--- config.mk ---
export PLATFORM = sky130hd
export DESIGN_NAME = sdram_seq_ctrl
export DESIGN_NICKNAME = d
export VERILOG_FILES = /design/src/rtl/sdram_seq_pkg.sv /design/src/rtl/sdram_ref_timer.sv /design/src/rtl/sdram_rd_capture.sv /design/src/rtl/sdram_seq_ctrl.sv
export SDC_FILE = /design/constraint.sdc
export NUM_CORES = 1
export LEC_CHECK = 0
export BUFFER_PORTS_ARGS = -buffer_cell sky130_fd_sc_hd__buf_2
export CORE_MARGIN = 2
export CORE_UTILIZATION = 60
export DETAILED_ROUTE_END_ITERATION = 8
export PLACE_DENSITY = 0.95
export SKIP_LAST_GASP = 1
export SLEW_MARGIN = 20
export SYNTH_ARGS = -nofsm -noshare
export SYNTH_HDL_FRONTEND = slang
export SYNTH_SLANG_ARGS = --single-unit
--- constraint.sdc ---
create_clock -name clk -period 5.54 [get_ports clk]
set_clock_uncertainty 0.05 [all_clocks]
set_input_delay 0.277 -clock clk [delete_from_list [all_inputs] [get_ports clk]]
set_output_delay 0.277 -clock clk [all_outputs]
set_load 0.02 [all_outputs]
--- src/rtl/sdram_seq_pkg.sv ---
package sdram_seq_pkg;
  localparam int BA_W   = 2;
  localparam int NBANK  = 1 << BA_W;
  localparam int ROW_W  = 12;
  localparam int COL_W  = 9;
  localparam int DQ_W   = 16;
  localparam int AP_BIT = 10;

  // {cs_n, ras_n, cas_n, we_n}
  typedef enum logic [3:0] {
    C_MRS = 4'b0000,
    C_REF = 4'b0001,
    C_PRE = 4'b0010,
    C_ACT = 4'b0011,
    C_WR  = 4'b0100,
    C_RD  = 4'b0101,
    C_NOP = 4'b0111
  } cmd_e;

  typedef enum logic [2:0] {
    ST_WAIT, ST_IPRE, ST_IREF, ST_MRS, ST_IDLE
  } st_e;
endpackage

--- src/rtl/sdram_ref_timer.sv ---
module sdram_ref_timer #(
  parameter int INTERVAL = 1562
) (
  input  logic clk,
  input  logic rst_n,
  input  logic ack,
  output logic pend
);
  localparam int CW = $clog2(INTERVAL + 1);
  logic [CW-1:0] cnt;

  always_ff @(posedge clk or negedge rst_n) begin
    if (!rst_n) begin
      cnt  <= CW'(INTERVAL - 1);
      pend <= 1'b0;
    end else if (cnt == '0) begin
      cnt  <= CW'(INTERVAL - 1);
      pend <= 1'b1;
    end else begin
      cnt <= cnt - 1'b1;
      if (ack) pend <= 1'b0;
    end
  end

  // a refresh is only acknowledged when one is owed
  assert_ack_when_owed_R9: assert property (@(posedge clk) disable iff (!rst_n)
    ack |-> pend);
endmodule

--- src/rtl/sdram_rd_capture.sv ---
module sdram_rd_capture #(
  parameter int DW = 16
) (
  input  logic          clk,
  input  logic          rst_n,
  input  logic          cl3,
  input  logic          issue,
  input  logic [DW-1:0] dq_in,
  output logic          rd_valid,
  output logic [DW-1:0] rd_data
);
  logic [2:0] pipe;
  logic       tap;

  assign tap = cl3 ? pipe[2] : pipe[1];

  always_ff @(posedge clk or negedge rst_n) begin
    if (!rst_n) begin
      pipe     <= '0;
      rd_valid <= 1'b0;
      rd_data  <= '0;
    end else begin
      pipe     <= {pipe[1:0], issue};
      rd_valid <= tap;
      if (tap) rd_data <= dq_in;
    end
  end

  assert_lat3_align_R4: assert property (@(posedge clk) disable iff (!rst_n)
    (rd_valid && cl3) |-> $past(issue, 4));
  assert_lat2_align_R4: assert property (@(posedge clk) disable iff (!rst_n)
    (rd_valid && !cl3) |-> $past(issue, 3));
endmodule

--- src/rtl/sdram_seq_ctrl.sv ---
module sdram_seq_ctrl import sdram_seq_pkg::*; #(
  parameter int CLK_MHZ   = 100,
  parameter int REF_NS    = 15625,
  parameter int PWR_US    = 200,
  parameter int T_RCD     = 3,
  parameter int T_RP      = 3,
  parameter int T_RC      = 9,
  parameter int T_MRD     = 2,
  parameter int INIT_REFS = 2
) (
  input  logic             clk,
  input  logic             rst_n,
  input  logic             cas_lat3,
  input  logic             req_valid,
  output logic             req_ready,
  input  logic             req_write,
  input  logic [BA_W-1:0]  req_bank,
  input  logic [ROW_W-1:0] req_row,
  input  logic [COL_W-1:0] req_col,
  input  logic             req_autopre,
  input  logic [DQ_W-1:0]  req_wdata,
  input  logic [1:0]       req_wmask,
  output logic             rd_valid,
  output logic [DQ_W-1:0]  rd_data,
  output logic             init_done,
  output logic             sd_cs_n,
  output logic             sd_ras_n,
  output logic             sd_cas_n,
  output logic             sd_we_n,
  output logic [BA_W-1:0]  sd_ba,
  output logic [ROW_W-1:0] sd_addr,
  output logic             sd_dqm_hi,
  output logic             sd_dqm_lo,
  output logic [DQ_W-1:0]  sd_dq_out,
  output logic             sd_dq_oe,
  input  logic [DQ_W-1:0]  sd_dq_in
);
  localparam int PWR_CYC = CLK_MHZ * PWR_US;
  localparam int REF_CYC = CLK_MHZ * REF_NS / 1000;
  localparam int T_RW    = 4;               // covers read latency plus bus turnaround
  localparam int WCW     = $clog2(PWR_CYC + 2);
  localparam int IRW     = $clog2(INIT_REFS + 1);

  st_e              st, ret;
  logic [WCW-1:0]   wcnt;
  logic [IRW-1:0]   nref;
  cmd_e             cmd_q;
  logic             rd_q, cl_q, done_q;
  logic [NBANK-1:0] open_v;
  logic [ROW_W-1:0] open_row [NBANK];
  logic             ref_pend, hit, in_idle;
  logic             go_pall, go_ref, go_rw, go_pre, go_act;

  // open-row table, one entry per bank
  for (genvar b = 0; b < NBANK; b++) begin : g_bank
    logic sel;
    assign sel = (req_bank == BA_W'(b));
    always_ff @(posedge clk or negedge rst_n) begin
      if (!rst_n) begin
        open_v[b]   <= 1'b0;
        open_row[b] <= '0;
      end else if (go_pall || (sel && (go_pre || (go_rw && req_autopre)))) begin
        open_v[b] <= 1'b0;
      end else if (sel && go_act) begin
        open_v[b]   <= 1'b1;
        open_row[b] <= req_row;
      end
    end
  end

  always_comb begin
    in_idle   = (st == ST_IDLE);
    hit       = open_v[req_bank] && (open_row[req_bank] == req_row);
    req_ready = in_idle && !ref_pend && hit;
    go_pall   = in_idle && ref_pend && (|open_v);
    go_ref    = in_idle && ref_pend && !(|open_v);
    go_rw     = req_ready && req_valid;
    go_pre    = in_idle && !ref_pend && req_valid && !hit && open_v[req_bank];
    go_act    = in_idle && !ref_pend && req_valid && !open_v[req_bank];
  end

  always_ff @(posedge clk or negedge rst_n) begin
    if (!rst_n) begin
      st <= ST_WAIT; ret <= ST_IPRE; wcnt <= WCW'(PWR_CYC - 1); nref <= '0;
      cmd_q <= C_NOP; sd_ba <= '0; sd_addr <= '0; sd_dq_out <= '0;
      sd_dq_oe <= 1'b0; {sd_dqm_hi, sd_dqm_lo} <= 2'b00;
      rd_q <= 1'b0; cl_q <= 1'b0; done_q <= 1'b0;
    end else begin
      cmd_q <= C_NOP; sd_dq_oe <= 1'b0; rd_q <= 1'b0;
      {sd_dqm_hi, sd_dqm_lo} <= 2'b00;
      unique case (st)
        ST_WAIT: if (wcnt == '0) st <= ret; else wcnt <= wcnt - 1'b1;
        ST_IPRE: begin
          cmd_q <= C_PRE; sd_addr <= '0; sd_addr[AP_BIT] <= 1'b1;
          st <= ST_WAIT; wcnt <= WCW'(T_RP - 1); ret <= ST_IREF;
        end
        ST_IREF: begin
          cmd_q <= C_REF; nref <= nref + 1'b1;
          st <= ST_WAIT; wcnt <= WCW'(T_RC - 1);
          ret <= (nref == IRW'(INIT_REFS - 1)) ? ST_MRS : ST_IREF;
        end
        ST_MRS: begin
          cmd_q <= C_MRS; sd_ba <= '0; sd_addr <= '0;
          sd_addr[6:4] <= cas_lat3 ? 3'd3 : 3'd2;
          cl_q <= cas_lat3; done_q <= 1'b1;
          st <= ST_WAIT; wcnt <= WCW'(T_MRD - 1); ret <= ST_IDLE;
        end
        ST_IDLE: begin
          if (go_pall) begin
            cmd_q <= C_PRE; sd_addr <= '0; sd_addr[AP_BIT] <= 1'b1;
            st <= ST_WAIT; wcnt <= WCW'(T_RP - 1); ret <= ST_IDLE;
          end else if (go_ref) begin
            cmd_q <= C_REF;
            st <= ST_WAIT; wcnt <= WCW'(T_RC - 1); ret <= ST_IDLE;
          end else if (go_rw) begin
            cmd_q <= req_write ? C_WR : C_RD;
            sd_ba <= req_bank; sd_addr <= '0;
            sd_addr[COL_W-1:0] <= req_col; sd_addr[AP_BIT] <= req_autopre;
            sd_dq_out <= req_wdata; sd_dq_oe <= req_write;
            {sd_dqm_hi, sd_dqm_lo} <= req_write ? req_wmask : 2'b00;
            rd_q <= !req_write;
            st <= ST_WAIT; ret <= ST_IDLE;
            wcnt <= req_autopre ? WCW'(T_RW + T_RP - 1) : WCW'(T_RW - 1);
          end else if (go_pre) begin
            cmd_q <= C_PRE; sd_ba <= req_bank; sd_addr <= '0;
            st <= ST_WAIT; wcnt <= WCW'(T_RP - 1); ret <= ST_IDLE;
          end else if (go_act) begin
            cmd_q <= C_ACT; sd_ba <= req_bank; sd_addr <= req_row;
            st <= ST_WAIT; wcnt <= WCW'(T_RCD - 1); ret <= ST_IDLE;
          end
        end
        default: st <= ST_IDLE;
      endcase
    end
  end

  assign {sd_cs_n, sd_ras_n, sd_cas_n, sd_we_n} = cmd_q;
  assign init_done = done_q;

  sdram_ref_timer #(.INTERVAL(REF_CYC)) u_ref (
    .clk(clk), .rst_n(rst_n), .ack(go_ref), .pend(ref_pend));

  sdram_rd_capture #(.DW(DQ_W)) u_cap (
    .clk(clk), .rst_n(rst_n), .cl3(cl_q), .issue(rd_q),
    .dq_in(sd_dq_in), .rd_valid(rd_valid), .rd_data(rd_data));

  // spacing monitors (T_RCD, T_RP < 15 assumed)
  logic [3:0] since_act, since_pre;
  always_ff @(posedge clk or negedge rst_n) begin
    if (!rst_n) begin
      since_act <= 4'hF; since_pre <= 4'hF;
    end else begin
      if (cmd_q == C_ACT) since_act <= 4'd1;
      else if (since_act != 4'hF) since_act <= since_act + 1'b1;
      if (cmd_q == C_PRE) since_pre <= 4'd1;
      else if (since_pre != 4'hF) since_pre <= since_pre + 1'b1;
    end
  end

  assert_act_to_access_R8: assert property (@(posedge clk) disable iff (!rst_n)
    (cmd_q == C_RD || cmd_q == C_WR) |-> (since_act >= 4'(T_RCD)));
  assert_pre_to_act_R8: assert property (@(posedge clk) disable iff (!rst_n)
    (cmd_q == C_ACT) |-> (since_pre >= 4'(T_RP)));
  assert_ready_after_init_R1: assert property (@(posedge clk) disable iff (!rst_n)
    req_ready |-> init_done);
  assert_refresh_first_R9: assert property (@(posedge clk) disable iff (!rst_n)
    ref_pend |-> !req_ready);
  assert_no_open_at_refresh_R9: assert property (@(posedge clk) disable iff (!rst_n)
    (cmd_q == C_REF) |-> (open_v == '0));
endmodule

==> results.txt, run 1 <==
- Result of the run: complete, no violations
* Starting density of the core: 61.4%
- Synthesis produced 532 cells.
* Standard-cell rows: 38
* Worst path required time: 5.21 ns
- Fraction of the yosys area taken by sequential cells: 55.3%
- Vias post-DR: 5,502
- Overall die height: 109 um
* Data arrival time of the critical path: 3.09 ns
- VDD sags by at most 0.276 mV.
- Post-DR wirelength/cell: 24.4 um
* Net count reported at finish: 759
- Total power divided by cell area: 357 mW/mm^2
* Global-route wire length before repair: 31,400 um
- Length of routed wiring on met1: 6770 um
* Final-report max-slew violation count: 0
* Filler cell count in the final layout: 584
- Across all hold checks on the routed design, the worst slack comes to 0.00858 ns.
- Count of cell types in the netlist: 58
* Total Wirelength: 20,700 um
* Share of final-layout standard cells stronger than drive strength 1: 38.2%
* Routability congestion estimate: 0.845
- The biggest area contributor in the post-synthesis netlist is dfrtp_1.
- RSZ-0062 raised after global routing: false
- Setup TNS: 0 ns
* First-pass iteration count of the detailed router: 6
* # Max-Cap Violations: 0
* Number of warnings issued by yosys: 0
- Pin placement for this block handled 119 I/O pins.
* Clock Path Buffers: 2
- Clock slew seen by the registers of the worst setup and hold paths: 0.07 ns
- Class of the most critical hold timing path: primary input to flip-flop
* Later-pin clock latency in the skew report: 0.56 ns
- Most common library cell in the layout ignoring fill and taps: dfrtp_1
* Overall overflow remaining after global route: 0
* Critical path fanouts, max: 2
- Share of the synthesized area in the top cell type: 48.2%
- Together, buffers and inverters on the worst path number 1.
* Setup violation total in the final timing report: 0
* Metal2 WL: 10,400 um
- Net count after synthesis: 598
- Ys flop type: dfrtp_1
* Number of storage elements in the synthesis netlist: 146
- Buffers placed on the I/O ports in this run total 117.
* Maximum number of pins on one net before global-route repair: 95
- For this block, the initial DRC count from the detailed router was 590.
- Share of flip-flops with an asynchronous set or reset: 100%
- TritonCTS created 17 clock buffers.
* Total global-route track usage: 36.4%
- Worst setup path startpoint: open_row[8]
- The cell sitting at the root of the clock tree is a clkbuf_8.
- Fin crit period: 3.41 ns
* Capturing element type of the critical path: output port
- Hold violation count in the final report: 0
- DP Area: 0.00734 mm^2
* Post-CTS Setup Repair Bufs: 0
- Cell family with most CP delay: simple AND/OR/NAND/NOR gates
- Number of sinks driven by the clock tree: 146
* H-tree lvl count: 4
* Post-route DRC violation count: 0
* Fin area: 0.00840 mm^2
* Post-detailed-placement half-perimeter wirelength: 10,700 um
* EDFF count, synth: 0
* Total core area: 0.0108 mm^2
- Ranked by total cell area, the synthesized netlist is headed by dfrtp_1, mux2_2, dfstp_2, mux4_2, xnor2_1.
- In the layout the commonest cells are dfrtp_1, buf_2, mux2_2.
- Clock tree from TritonCTS: built
- Worst-Margin Slew: 1.00 ns
* Static leakage: 4.04 nW
* Reg-to-reg startpoint: st[2]
- In this run the mean area of a mapped cell was 12.5 um^2.
- The critical path is of the flip-flop to output port type.
- Die X-Extent: 109 um
- Final worst path period share: 61.6%
- Initial antenna violation count: 1
* Highest metal layer used by the detailed router: met5
* Library cell contributing the largest single delay on the critical path: nor4b_1
- Traced cell by cell, the critical path runs through mux4_2 -> xnor2_1 -> nand4_1 -> nor4b_1 -> buf_2.
- Area grow syn2layout: 26.3%
- Headroom to the max-slew limit came out at 33.1%.
* Final antenna diode count: 0
- Die Footprint: 0.0119 mm^2
- Achievable clock frequency: 0.293 GHz
- On the worst path, the slowest cell contributes a delay of 0.77 ns.
- STA classifies the critical path startpoint as a flip-flop.
- Summing every instance area after synthesis gives 0.00665 mm^2.
* Startpoint of the most critical hold path: req_row[4]
- Per-cell via count in the routed design: 6.50
* Via count of the first global-routing pass: 5,827
* Met3 wire length: 1750 um
* Remaining antenna violation count: 0
-- area by class of cell --
cell class	instances	area (um^2)	area share, %
Clock inverter	13	136	1.62
Sequential cell	146	3680	43.8
Inverter	18	67.6	0.804
Clock buffer	19	432	5.14
Tap cell	140	175	2.09
Multi-Input combinational cell	343	2830	33.6
Timing Repair Buffer	167	1090	12.9
-- sequential cells by signal (all words and copies together), names as in the netlist, 2 cells and up --
signal         flops
open_v             4
u_cap.pipe         3
open_row          48
sd_ba              2
ret                3
st                 3
u_ref.cnt         11
u_cap.rd_data     16
sd_addr           12
wcnt              15
nref               2
sd_dq_out         16
cmd_q              3
-- cells by family (layout without fill, tap and decap cells) --
logic type	Yosys count	in the layout	synth area share (%)
multiplexers	97	97	18.8
AND/OR/NAND/NOR	134	134	11.3
buffers and inverters	43	217	2.90
AO/OA/AOI/OAI	86	86	8.24
flip-flops	146	146	55.3
XOR/XNOR	22	22	2.90
adder cells (fa/ha/maj)	3	3	0.564
other	1	1	0.0564
-- stage by stage --
step                total power, mW  setup slack (ns)  util (%)  instances
floorplan                      1.62              3.01         -        532
global placement               1.76              2.55      67.7        766
detailed placement             1.80              2.37      67.7        766
CTS                            2.94              2.31      77.4        846
global route                   3.10              2.12      77.5        846
finish                         3.00              2.13      77.5        846
-- routing by layer --
layer	track usage, %	up-vias
met2	61.3	407
li1	-	2252
met5	0	-
met3	11.0	150
met1	38.2	2691
met4	27.6	2
-- power by group --
| group | switching, mW | leakage [nW] | internal (mW) |
|---|---|---|---|
| Combinational | 0.308 | 1.90 | 0.225 |
| Clock | 0.481 | 0.270 | 0.652 |
| Sequential | 0.121 | 1.87 | 1.21 |
-- worst register-to-register path, delay by kind of cell, from the launching register on --
kind | cells | cell delay (ns)
and+or+nand+nor | 4 | 1.78
AOI/OAI and AO/OA | 1 | 0.67
DFF | 1 | 0.58
-- what timing repair did --
action / 4_1_cts / 5_1_grt
resized for setup: 0 / 0
endpoints found under the hold margin: 131 / 0
hold buffers: 48 / 0
-- cell usage after synthesis, types with 2 or more instances --
cell,number
a211oi_1,3
a21o_1,2
a21oi_1,23
a221oi_1,3
a22o_1,4
a22oi_1,8
and2_1,7
and3_1,5
and4_1,2
buf_1,2
buf_2,4
buf_6,3
clkbuf_1,15
dfrtp_1,128
dfstp_2,18
ha_1,3
inv_1,18
mux2_2,71
mux2_4,8
mux2i_1,5
mux4_2,12
nand2_1,29
nand2b_1,7
nand3_1,7
nand4_1,5
nor2_1,22
nor2b_1,4
nor3_1,8
nor3b_1,3
nor4_1,7
nor4b_1,3
o2111ai_1,2
o211ai_1,4
o21ai_0,21
o21ai_1,4
o31ai_1,4
or2_2,2
or3_1,11
or4_1,6
xnor2_1,16
xor2_1,6
-- worst paths after layout --
check,to,slack (ns),cells past startpoint
worst max register to register,sd_addr[5],2.31,5
min in group asynchronous,open_row[5],0.30,2
worst max-delay path,req_ready,2.13,5
worst min register to register,u_cap.pipe[0],0.30,0
max in group asynchronous,open_row[3],3.89,3
worst min-delay path,open_row[28],0.009,2
(Power assumes the default switching activity.)
==> run 2, diff against run 1 <==
CORE_UTILIZATION = 50   (was 60)
PLACE_DENSITY = 0.87   (was 0.95)
clock period = 2.9 ns   (was 5.54 ns; I/O delays follow)
==> run 2 against run 1 <==
Largest cell class unchanged. Clock-buffer cell count is the same. Worst setup slack lost 1.9 ns. Global-route usage shrank 10 points. Clock power grew 110%. Largest power group unchanged. Critical path depth grew 2. Die area grew 19%.
==> results.txt, run 2 (synthesized netlist as in run 1, its figures left out) <==
- In this run the static leakage power is 4.17 nW.
- Setup repair after global routing left no endpoint under its margin.
* Worst-Margin Slew: 1.05 ns
- H-tree lvl count: 4
- In this run the worst hold path is classified as primary input to flip-flop.
* Slowest Stage Delay on Critical Path: 0.55 ns
* Total power divided by cell area: 684 mW/mm^2
- Measured against its own limit, the worst slew margin works out to 28.4%.
* Global-route wire length before repair: 28,700 um
- The count of nets left with antenna violations once routing finished came out at 0.
* Result of the run: complete, no violations
- Area grow syn2layout: 30.2%
* Port Buffers: 117
- Final worst path period share: 91.7%
* Later-pin clock latency in the skew report: 0.42 ns
* Number of sinks driven by the clock tree: 146
- The register with the most flip-flops in the layout has 48 of them.
- Post-DR wirelength/cell: 19.6 um
* Slack of the worst reg-to-reg path: 0.24 ns
- Number of hold buffers added after cts: 51
- Internal power comes to 4.30 mW.
- Cell family with most CP delay: buffers and inverters
- For this configuration, the core starts out at a cell density of 50.6%.
* Sequential cell area in the final layout: 0.00368 mm^2
* Filler cell count in the final layout: 920
- IR analysis of the VDD net gives a maximum drop of 0.508 mV.
- Static timing analysis puts the maximum clock frequency at 0.376 GHz.
- Total global-route track usage: 26.1%
- Die X-Extent: 119 um
* Starting DRC count in detailed routing: 251
* Maximum number of pins on one net before global-route repair: 62
- Standard-cell rows: 42
* Clock tree from TritonCTS: built
* First-pass iteration count of the detailed router: 5
* Post-detailed-placement half-perimeter wirelength: 11,300 um
- STA puts the critical path data required time at 3.21 ns.
- The worst setup path is launched from a flip-flop.
- Switching power: 1.62 mW
- Overall overflow remaining after global route: 0
- Summed over all layers, the routed wires come to 17,700 um.
* Clock slew seen by the registers of the worst setup and hold paths: 0.06 ns
* Capturing element type of the critical path: flip-flop
- In this run the clock root is driven by a clkbuf_16.
- CTS buffer count: 17
* Routability congestion estimate: 0.889
* Chain of cells forming the critical path: mux4_2 -> xnor2_1 -> nand4_1 -> nor4_1 -> buf_4 -> and3_1 -> dlygate4sd3_1
- Fraction of power spent switching nets: 27.4%
- Post-cts repair resize count: 0
* Largest registers: open_row x48, sd_dq_out x16, u_cap.rd_data x16
- Net count reported at finish: 779
* Die Footprint: 0.0142 mm^2
- Per report_power, the clock group accounts for 40.8% of the total.
* Library cell contributing the largest single delay on the critical path: dlygate4sd3_1
* Top-Level Pins: 119
- The hold violation total from the final report was 0.
* Register with the most flip-flops: open_row
- In the final layout, the share of cells above drive strength 1 is 39.5%.
- PnR Total Power: 5.92 mW
* Vias post-DR: 5,165
* Overall die height: 119 um
* Post-CTS Setup Repair Bufs: 0
- Crit path buf inv count: 2
- Most common library cell in the layout ignoring fill and taps: dfrtp_1
- Per report_power, the combinational group accounts for 16.7% of the total.
- The clock passes through at most 2 buffers.
- Setup violation total in the final timing report: 0
* Total core area: 0.0131 mm^2
- After detailed routing, the number of remaining DRC violations is 0.
- Max-cap violations in this run came to 0.
- Per-cell via count in the routed design: 5.72
- The share of total power dissipated in sequential elements is 42.5%.
- In the final layout, the multi-input gates occupy 0.00280 mm^2.
- At the worst endpoint, the arrival time is 2.97 ns.
- Fin crit period: 2.66 ns
- The worst setup path is of the flip-flop to flip-flop kind.
- The number of global-route vias before repair was 5,636.
- The top cell types in the final layout, fill and taps aside, are dfrtp_1, buf_2, mux2_2.
* Initial antenna violation count: 1
* Setup TNS: 0 ns
* Fin util: 65.9%
* Final-report max-slew violation count: 0
- Of all nets on the critical path, the largest fanout is 5.
run 2: cell count changes in the layout (fill, tap and decap cells not counted), moves of 2 or more:
cell / delta
clkinv_2: -2
dlygate4sd3_1: +3
bufinv_16: +3
buf_4: +17
run 2: path summary, 6_finish.rpt:
path / end / cells after the start / from
min reg2reg: u_cap.pipe[0] / 0 / rd_q
max in group asynchronous: wcnt[14] / 3 / rst_n
min in group asynchronous: open_row[32] / 2 / rst_n
max: sd_dqm_hi / 7 / open_row[3]
min: open_row[46] / 2 / req_row[10]
max reg2reg: sd_dqm_hi / 7 / open_row[3]
run 2: per-layer routing:
| metal | wire [um] | global-route usage [%] | vias up |
|---|---|---|---|
| met5 | 0 | 0 | - |
| met1 | 6490 | 29.5 | 2600 |
| met3 | 893 | 5.89 | 73 |
| met4 | 906 | 15.0 | 0 |
| met2 | 9440 | 45.6 | 208 |
| li1 | - | - | 2284 |
run 2: metrics by stage:
stage	instance area (um^2)	worst slack [ns]	cells	hold WS, ns
after global routing	8660	0.139	903	0.00647
after floorplan	6650	0.419	532	-0.201
after global placement	7500	0.341	819	0.0886
after CTS	8660	0.278	902	0.00118
final	8660	0.242	903	0.0123
after detailed placement	7500	0.122	819	0.108
run 2: power groups by stage:
stage	registers, mW	clock network (mW)	logic (mW)
6_report	2.52	2.42	0.986
5_1_grt	2.55	2.52	1.09
4_1_cts	2.51	2.42	0.972
3_5_place_dp	2.54	0	0.915
3_3_place_gp	2.51	0	0.863
2_1_floorplan	2.57	0	0.529
run 2: cell type report:
| class | count | area share (%) |
|---|---|---|
| Sequential cell | 146 | 42.4 |
| Clock inverter | 13 | 2.40 |
| Tap cell | 176 | 2.54 |
| Timing Repair Buffer | 187 | 14.4 |
| Multi-Input combinational cell | 343 | 32.3 |
| Clock buffer | 19 | 5.11 |
| Antenna cell | 1 | 0.0289 |
| Inverter | 18 | 0.780 |
run 2: worst register-to-register path: cells and delay by family (launching register included):
kind,cells,cell delay (ns)
flops,1,0.39
xor+xnor,1,0.25
mux,1,0.49
buf+inv,2,0.75
simple gates,3,0.66
==> run 3, diff against run 2 <==
ABC_AREA = 1   (was default)
CORE_UTILIZATION = 51   (was 50)
PLACE_DENSITY = 0.88   (was 0.87)
==> run 3 against run 2 <==
Worst hold slack barely moved. Worst setup slack improved by 0.18 ns. First-iteration DRC count rose by 98%. Largest cell class unchanged. Largest power group unchanged.
==> results.txt, run 3 <==
* Result of the run: complete, no violations
* Hold violation count in the final report: 0
- In this run, flip-flops and latches consume 42.2% of the power.
- Vias post-DR: 6,202
- The number of slew-limit violations in the final report is 0.
- Setup repair after global routing left no endpoint under its margin.
- Maximum VDD drop: 0.558 mV
* Total core area: 0.0132 mm^2
- At the worst endpoint, the required time is 3.15 ns.
- The first routing iteration left 496 violations.
- The cell area that synthesis handed to floorplanning was 0.00684 mm^2.
- Fraction of the yosys area taken by sequential cells: 53.7%
* Initial antenna violation count: 0
- Post-detailed-placement half-perimeter wirelength: 11,100 um
- The register with the most flip-flops in the layout has 48 of them.
* Clock tree from TritonCTS: built
- From left edge to right edge, the die measures 120 um.
- Final standard cell count with taps included and fillers excluded: 1,192
* # Max-Cap Violations: 0
* Static leakage: 4.60 nW
- Routability congestion estimate: 0.892
- The longest clock path from root to sink contains 2 buffers.
- In the layout the commonest cells are nand2_1, dfrtp_1, buf_2.
- The largest registers in the layout are open_row x48, sd_dq_out x16, u_cap.rd_data x16.
- Post-cts repair resize count: 0
* Power share of the clock group: 36.6%
- Achievable clock frequency: 0.403 GHz
* Max transition margin: 34.0%
- Total global-route track usage: 24.9%
* EDFF count, synth: 0
- Clk root buf: clkbuf_16
- Once placement finished, the instance area stood at 0.00762 mm^2.
- Number of warnings issued by yosys: 0
* Fin crit period: 2.48 ns
* Post-synth top cells: nand2_1, dfrtp_1, inv_1
- Pint: 4.69 mW
- Total power divided by cell area: 765 mW/mm^2
- Most common library cell in the layout ignoring fill and taps: nand2_1
- Share of the synthesized area in the top cell type: 46.8%
* Total Wirelength: 17,100 um
- The H-tree generated during clock tree synthesis spans 4 levels.
- STA puts the critical path data arrival time at 2.73 ns.
- Register with the most flip-flops: open_row
* Starting density of the core: 51.9%
- Entering global routing, the biggest net connects 112 pins.
- Net count reported at finish: 1,069
* Placed Instances: 1,118
* Filler cell count in the final layout: 1,019
- Standard-cell rows: 42
* Overall overflow remaining after global route: 0
* Top-Level Pins: 119
- Number of sinks driven by the clock tree: 146
- 0 antenna diodes ended up in the layout.
- Synthesis produced 834 cells.
- Clock latency on the worst-skew pair, taken at its later pin, is 0.42 ns.
* Net count after synthesis: 900
- Port buffering added 117 buffers.
- Number of storage elements in the synthesis netlist: 146
* Worst-Margin Slew: 0.989 ns
- Combinational Power Share: 21.3%
* Overall die height: 120 um
- Setup violations remaining at the end of the flow were counted as 0.
* Area grow syn2layout: 27.2%
- The first global-routing pass estimated 28,100 um of wire.
- In this run, distinct cell masters in the synthesized netlist total 35.
- For this design the total switching power over the nets is 1.97 mW.
- Setup Slack @ Placement: 0.403 ns
* Die Footprint: 0.0144 mm^2
- Final worst path period share: 85.6%
* Path type of the worst setup path: flip-flop to flip-flop
- Net switching is 29.6% of the power.
- Largest area contributor in the netlist: dfrtp_1
* Most instantiated library cell after synthesis: nand2_1
- Capturing element type of the critical path: flip-flop
- Post-DR wirelength/cell: 14.3 um
- Ys flop type: dfrtp_1
- In the routed design, unresolved DRC markers number 0.
- Ranked by total cell area, the synthesized netlist is headed by dfrtp_1, nand2_1, dfstp_2, o21ai_0, inv_1.
- The number of global-route vias before repair was 5,876.
* Share of flip-flops with an asynchronous set or reset: 100%
* Remaining antenna violation count: 0
* Critical path fanouts, max: 11
- The worst path meets setup with 0.417 ns of slack.
- After synthesis, the mean cell area works out to 8.21 um^2.
- Cells fill 66.0% of the core in the end.
- Per-cell via count in the routed design: 5.20
- The number of clock buffers added by TritonCTS is 17.
* Clock slew seen by the registers of the worst setup and hold paths: 0.06 ns
- The path class of the tightest hold or removal check is primary input to flip-flop.
- First-pass iteration count of the detailed router: 7
- Share of final-layout standard cells stronger than drive strength 1: 22.0%
- For the final routed database, the setup TNS stands at 0 ns.
- Fin area: 0.00871 mm^2
* Nature of the critical path startpoint: flip-flop
==> run 3: cell types whose count changed after synthesis, sizes merged, moves of 12 or more <==
cell,before,now
nand2,29,329
mux2,80,16
inv,18,78
o21ai,25,69
nor2,22,63
nand3,7,32
a21oi,23,10
mux4,12,0
==> run 3: stage by stage <==
step | total power, mW | hold WS [ns]
after floorplan | 3.74 | -0.201
after global placement | 4.12 | 0.283
after detailed placement | 4.18 | 0.286
after CTS | 6.67 | 0.000239
after global routing | 7.03 | 0.0375
final | 6.66 | 0.0125
==> run 3: area by class of cell <==
class                   count  area (um^2)  share of cell area, %
flip-flops and latches    146         3680                   42.2
clock buffers              20          467                   5.36
repair buffers            173         1120                   12.8
inverters                  78          293                   3.36
well taps                 176          220                   2.53
multi-input cells         587         2730                   31.4
clock inverters            12          200                   2.30
==> run 3: routing by layer <==
metal	GRT usage [%]	vias to the layer above	routed length [um]	share of wire, %
li1	-	2980	-	-
met1	32.0	2929	7340	43
met2	41.0	262	8280	49
met3	5.32	31	1060	6.2
met4	10.4	0	388	2.3
met5	0	-	0	0
==> run 3: path summary, 6_finish.rpt <==
path / startpoint / to / slack [ns] / cells past startpoint
worst max register to register: wcnt[0] / wcnt[5] / 0.42 / 11
worst min-delay path: req_col[8] / sd_addr[8] / 0.01 / 5
worst min register to register: u_cap.pipe[0] / u_cap.pipe[1] / 0.30 / 0
max in group asynchronous: rst_n / open_row[28] / 1.65 / 3
worst max-delay path: wcnt[0] / wcnt[5] / 0.42 / 11
min in group asynchronous: rst_n / open_row[44] / 0.38 / 2
==> run 3: logic make-up after synthesis <==
family                   after synthesis  synth area share, %
AND/OR/NAND/NOR                      458                 27.4
flip-flops                           146                 53.7
buffers and inverters                101                 6.36
AO/OA/AOI/OAI                         99                 7.97
multiplexers                          16                 2.63
XOR/XNOR                              10                 1.28
adder cells (fa/ha/maj)                3                0.549
other                                  1               0.0548
==> run 3: timing repair <==
item | 4_1_cts | 5_1_grt
hold buffers | 42 | 0
buffers inserted | 0 | 0
endpoints found under the hold margin | 132 | 0
==> run 3: critical path, cell delays in order, from the launching register on <==
cell	delay, ns
dfstp_2	0.52
inv_1	0.05
ha_1	0.20
nand2_1	0.09
nor2_1	0.06
nand2_1	0.09
nor4_1	0.07
nand2_1	0.11
nand2_1	0.23
nor2_1	0.48
inv_1	0.20
and3_1	0.21
==> run 3: power by group through the flow <==
stage               logic, mW  registers, mW  clock network, mW
floorplan               0.876           2.87                  0
global route             1.61           2.85               2.57
CTS                      1.41           2.80               2.47
finish                   1.42           2.81               2.43
global placement         1.31           2.81                  0
detailed placement       1.36           2.81                  0
